==> src/rtl/ser_eeprom_slave.sv <==
module ser_eeprom_slave #(
  parameter int PROG_CYCLES = 1250000
) (
  input  logic       clk,
  input  logic       rst_n,
  input  logic [2:0] strap_i,
  input  logic       scl_i,
  input  logic       sda_i,
  output logic       sda_oe
);
  localparam int AW    = 8;
  localparam int DEPTH = 1 << AW;
  localparam int BW    = $clog2(PROG_CYCLES + 1);

  typedef enum logic [2:0] {S_IDLE, S_DEV, S_WADR, S_WDAT, S_RD, S_WAIT} st_t;

  st_t           state;
  logic [2:0]    scl_s, sda_s;
  logic [3:0]    bitcnt;
  logic [7:0]    shreg, pend;
  logic          pend_v, drive;
  logic [AW-1:0] ptr;
  logic [BW-1:0] busy_cnt;
  logic [7:0]    mem [DEPTH];

  wire start_det = scl_s[1] & scl_s[2] & sda_s[2] & ~sda_s[1];
  wire stop_det  = scl_s[1] & scl_s[2] & ~sda_s[2] & sda_s[1];
  wire rise      = scl_s[1] & ~scl_s[2];
  wire fall      = ~scl_s[1] & scl_s[2];
  wire framed    = (state != S_IDLE) && (state != S_WAIT);
  wire busy      = busy_cnt != '0;
  wire dev_hit   = shreg[7:1] == {4'b1010, strap_i};

  assign sda_oe = drive;

  always_ff @(posedge clk or negedge rst_n) begin
    if (!rst_n) begin
      scl_s <= 3'b111;
      sda_s <= 3'b111;
    end else begin
      scl_s <= {scl_s[1:0], scl_i};
      sda_s <= {sda_s[1:0], sda_i};
    end
  end

  always_ff @(posedge clk or negedge rst_n) begin
    if (!rst_n) begin
      state    <= S_IDLE;
      bitcnt   <= '0;
      shreg    <= '0;
      pend     <= '0;
      pend_v   <= 1'b0;
      drive    <= 1'b0;
      ptr      <= '0;
      busy_cnt <= '0;
    end else begin
      if (busy) busy_cnt <= busy_cnt - BW'(1);
      if (start_det) begin
        state  <= S_DEV;
        bitcnt <= '0;
        drive  <= 1'b0;
        pend_v <= 1'b0;
      end else if (stop_det) begin
        state  <= S_IDLE;
        bitcnt <= '0;
        drive  <= 1'b0;
        pend_v <= 1'b0;
        if (pend_v) busy_cnt <= BW'(PROG_CYCLES);
      end else if (rise && framed) begin
        if (bitcnt == 4'd8) bitcnt <= 4'd9;
        else if (bitcnt < 4'd8) begin
          bitcnt <= bitcnt + 4'd1;
          if (state != S_RD) shreg <= {shreg[6:0], sda_s[1]};
        end
      end else if (fall && framed) begin
        if (bitcnt == 4'd8) begin
          case (state)
            S_DEV:   if (dev_hit && !busy) drive <= 1'b1; else state <= S_IDLE;
            S_WADR:  begin drive <= 1'b1; ptr <= shreg; end
            S_WDAT:  begin drive <= 1'b1; pend <= shreg; pend_v <= 1'b1; end
            default: drive <= 1'b0;
          endcase
        end else if (bitcnt == 4'd9) begin
          bitcnt <= '0;
          drive  <= 1'b0;
          case (state)
            S_DEV:
              if (shreg[0]) begin
                state <= S_RD;
                shreg <= mem[ptr];
                drive <= ~mem[ptr][7];
              end else state <= S_WADR;
            S_WADR:  state <= S_WDAT;
            default: state <= S_WAIT;
          endcase
        end else if (state == S_RD && bitcnt != '0) begin
          shreg <= {shreg[6:0], 1'b0};
          drive <= ~shreg[6];
        end
      end
    end
  end

  always_ff @(posedge clk) begin
    if (rst_n && stop_det && pend_v) mem[ptr] <= pend;
  end

  assert_no_ack_busy_R5: assert property (@(posedge clk) disable iff (!rst_n)
    (busy && state == S_DEV) |-> !sda_oe);
  assert_busy_needs_stop_R5: assert property (@(posedge clk) disable iff (!rst_n)
    (!busy && !stop_det) |=> !busy);
  assert_still_when_high_R2: assert property (@(posedge clk) disable iff (!rst_n)
    (scl_s[1] && scl_s[2] && !start_det && !stop_det) |=> $stable(sda_oe));
  assert_idle_after_stop_R3: assert property (@(posedge clk) disable iff (!rst_n)
    stop_det |=> state == S_IDLE);
  assert_ptr_only_addr_R6: assert property (@(posedge clk) disable iff (!rst_n)
    (state != S_WADR) |=> $stable(ptr));
  assert_nack_foreign_R1: assert property (@(posedge clk) disable iff (!rst_n)
    (state == S_DEV && fall && bitcnt == 4'd8 && !dev_hit) |=> !sda_oe);
endmodule

==> config.mk <==
export PLATFORM = sky130hd
export DESIGN_NAME = ser_eeprom_slave
export DESIGN_NICKNAME = d
export VERILOG_FILES = /design/src/rtl/ser_eeprom_slave.sv
export SDC_FILE = /design/constraint.sdc
export NUM_CORES = 2
export LEC_CHECK = 0
export BUFFER_PORTS_ARGS = -buffer_cell sky130_fd_sc_hd__buf_2
export CORE_MARGIN = 2
export CORE_UTILIZATION = 53
export DETAILED_ROUTE_END_ITERATION = 12
export MAX_ROUTING_LAYER = met4
export PLACE_DENSITY = 0.71
export SLEW_MARGIN = 25
export SYNTH_ARGS = -nofsm -noshare
export SYNTH_HDL_FRONTEND = slang
export SYNTH_SLANG_ARGS = --single-unit
==> constraint.sdc <==
create_clock -name clk -period 3.6 [get_ports clk]
set_input_delay 0.9 -clock clk [delete_from_list [all_inputs] [get_ports clk]]
set_output_delay 0.9 -clock clk [all_outputs]
set_load 0.005 [all_outputs]
==> results.cfg <==
[run_status]
outcome = finished, final reports clean

[global_routing]
grt_pass1_wl_mm = 297
grt_max_degree = 169
grt_pass1_vias = 41200
grt.total_usage_pct = 27.2
antenna_found_initial = 2
grt-ovfl-total = 0

[clock_network]
cts_buffer_depth = 3
cts_tree = yes
cts_buffers = 202
worstSkewPairLatency_ns = 0.86
htreeDepth = 4
clock-sinks = 2108
cts_hold_buf = 0
clockRootBuffer = clkbuf_16
clkSlewWorstSetupHoldPaths_ns = 0.06

[layout]
nNetsFinal = 4237
seq_area_um2 = 63100
fillCellCount = 10400
multi_input_area_um2 = 18100
fin_area_um2 = 94600
layout.cells.non_filler = 6446
area_delta_synth_final_pct = 15.3
drive_gt1_share_pct = 33.0
utilization_pct = 61.5

[route]
first_pass_iters = 6
antenna_left = 0
viasPerCell = 6.48
vias = 41700
drt_drc_violations_left = 0
routed_wl_mm = 206
wl_per_cell_um = 31.9
drt-initial-drc-count = 6029

[synthesis]
ys_seq_area_share_pct = 76.8
ys_seq_elements = 2108
synth_warnings = 0
synthCells = 3729
synth.top_cell.area_share_pct = 74.9
synth_top_area_cell = edfxtp_1
synth_cell_types = 73
synth_ff_type = edfxtp_1
synthTopCellsByCount = edfxtp_1 (2048), mux4_2 (601), nor2_1 (321)
syn_nets = 3741
async_flop_share_pct = 2.85
syn_avg_cell_area_um2 = 22.0
yosys.cell_count.top_type = edfxtp_1
synth_edf_count = 2048
syn_area_um2 = 82100
synth.area.top_cells = edfxtp_1 (75%), mux4_2 (16%), dfrtp_1 (1.6%)

[timing]
fin_crit_ns = 3.46
fmax_ghz = 0.289
setup_violations = 0
worst_slack_ns = 0.135
finClkSkew_ns = 0.0483
drv_slew = 0
max_slew_margin_pct = 31.1
period_share_pct = 96.2
rsz0062_at_grt = false
hold_viol = 0
worstMarginPinSlew_ns = 1.03

[setup_path]
critPathSlowestCell = mux4_2
r2r-end = shreg[2]
cp_common_cell = mux4_2
slowest_delay_ns = 0.57
end_kind = register
worst_setup_path_start_kind = register
crit_arrival_ns = 4.19
rrSetupSlack_ns = 0.14
r2r_start = ptr[0]
crit_chain = buf_4, buf_4, buf_12, mux4_2, mux4_2, mux4_2, mux2i_1, nor2_1, nor4_1, nor2_1
cp.required_ns = 4.33
reg2reg_depth = 10
path_max_fanout = 25
critPathKind = reg -> reg

[power_and_ir_drop]
p_total_mw = 49.7
peakVddDrop_v = 0.000508
power-per-cell-area_nw_per_um2 = 525
p_leak_nw = 24.9

[floorplanning]
initial_core_util_pct = 53.3
dieArea_um2 = 158000
die-width_um = 397
dieHeight_um = 397
ios = 8
num_rows = 144
core-area_um2 = 154000

[placement]
place_congestion = 0.952
hpwl_mm = 129
portBuffers = 7
placed_cells = 6060
placedInstanceArea_um2 = 88000
place_ws_ns = -0.0940

[hold_path]
hold_end = sda_s[0]
hp-start = sda_i
min_path_cells = 1
hold_path.class = in -> reg

[flow_run]
maxCapViolations = 0
area by class of cell:
cell class / instances / area share (%)
clock inverter: 114 / 1.20
inverter: 10 / 0.0397
sequential: 2108 / 66.6
multi-input combinational: 1398 / 19.1
tap: 2044 / 2.70
clock buffer: 258 / 5.63
timing repair buffer: 505 / 4.68
antenna: 9 / 0.0238
how the worst max path moves through the flow:
stage                             end  slack (ns)   start  depth (start not counted)
after global placement       shreg[3]       -0.17  ptr[0]                          9
final                        shreg[2]        0.14  ptr[0]                         10
after CTS                    shreg[3]        0.04  ptr[0]                         10
after detailed placement     shreg[3]       -0.09  ptr[0]                          9
after global routing         shreg[0]        0.06  ptr[0]                         12
after floorplan           mem[114][0]        0.63  ptr[1]                         10
metrics by stage:
stage,hold slack [ns],TNS [ns]
floorplan,0.345,0
global placement,0.348,-0.280
detailed placement,0.347,-0.127
CTS,0.105,0
global route,0.127,0
finish,0.159,0
cell families after synthesis:
group | share of synthesized area, %
mux | 17.2
fa+ha+maj | 0.0762
flops | 76.8
xor+xnor | 0.192
compound gates | 1.63
simple gates | 2.76
buf+inv | 1.32
critical path, delay by kind of cell, from the launching register on:
kind | cells | cell delay [ns]
flip-flops | 1 | 0.44
multiplexers | 4 | 1.88
buffers and inverters | 3 | 0.57
AND/OR/NAND/NOR | 3 | 0.41
layout by cell type, fill, tap and decap left out, drive strengths merged, types with 29 or more instances in the layout:
cell    instances
nand2          82
mux4          601
nor2          321
edfxtp       2048
buf           505
dfrtp          54
mux2i          41
nand3          29
a22oi          62
clkbuf        258
a21oi          40
clkinv         86
timing repair:
action,4_1_cts,5_1_grt
setup buffers,4,0
endpoints found under the setup margin,2,3
hold endpoints to repair,0,0
resized for setup,1,4
metal layers:
| layer | GRT usage (%) | up-vias | share of wire, % |
|---|---|---|---|
| li1 | - | 16600 | - |
| met1 | 38.0 | 22200 | 38 |
| met2 | 40.5 | 2517 | 48 |
| met3 | 5.77 | 406 | 11 |
| met4 | 8.83 | 0 | 3.4 |
| met5 | - | - | 0 |
power breakdown:
group	switching (mW)	internal [mW]
Clock	9.03	11.8
Sequential	0.388	27.2
Combinational	0.874	0.426
Total	10.3	39.4
registers in the layout, summed over array words and instances (netlist names):
| signal | cells |
|---|---|
| pend | 8 |
| sda_s | 3 |
| scl_s | 3 |
| pend_v | 1 |
| sda_oe | 1 |
| ptr | 8 |
| busy_cnt | 21 |
| shreg | 8 |
| state | 3 |
| mem | 2048 |
| bitcnt | 4 |
(Power assumes the default switching activity.)
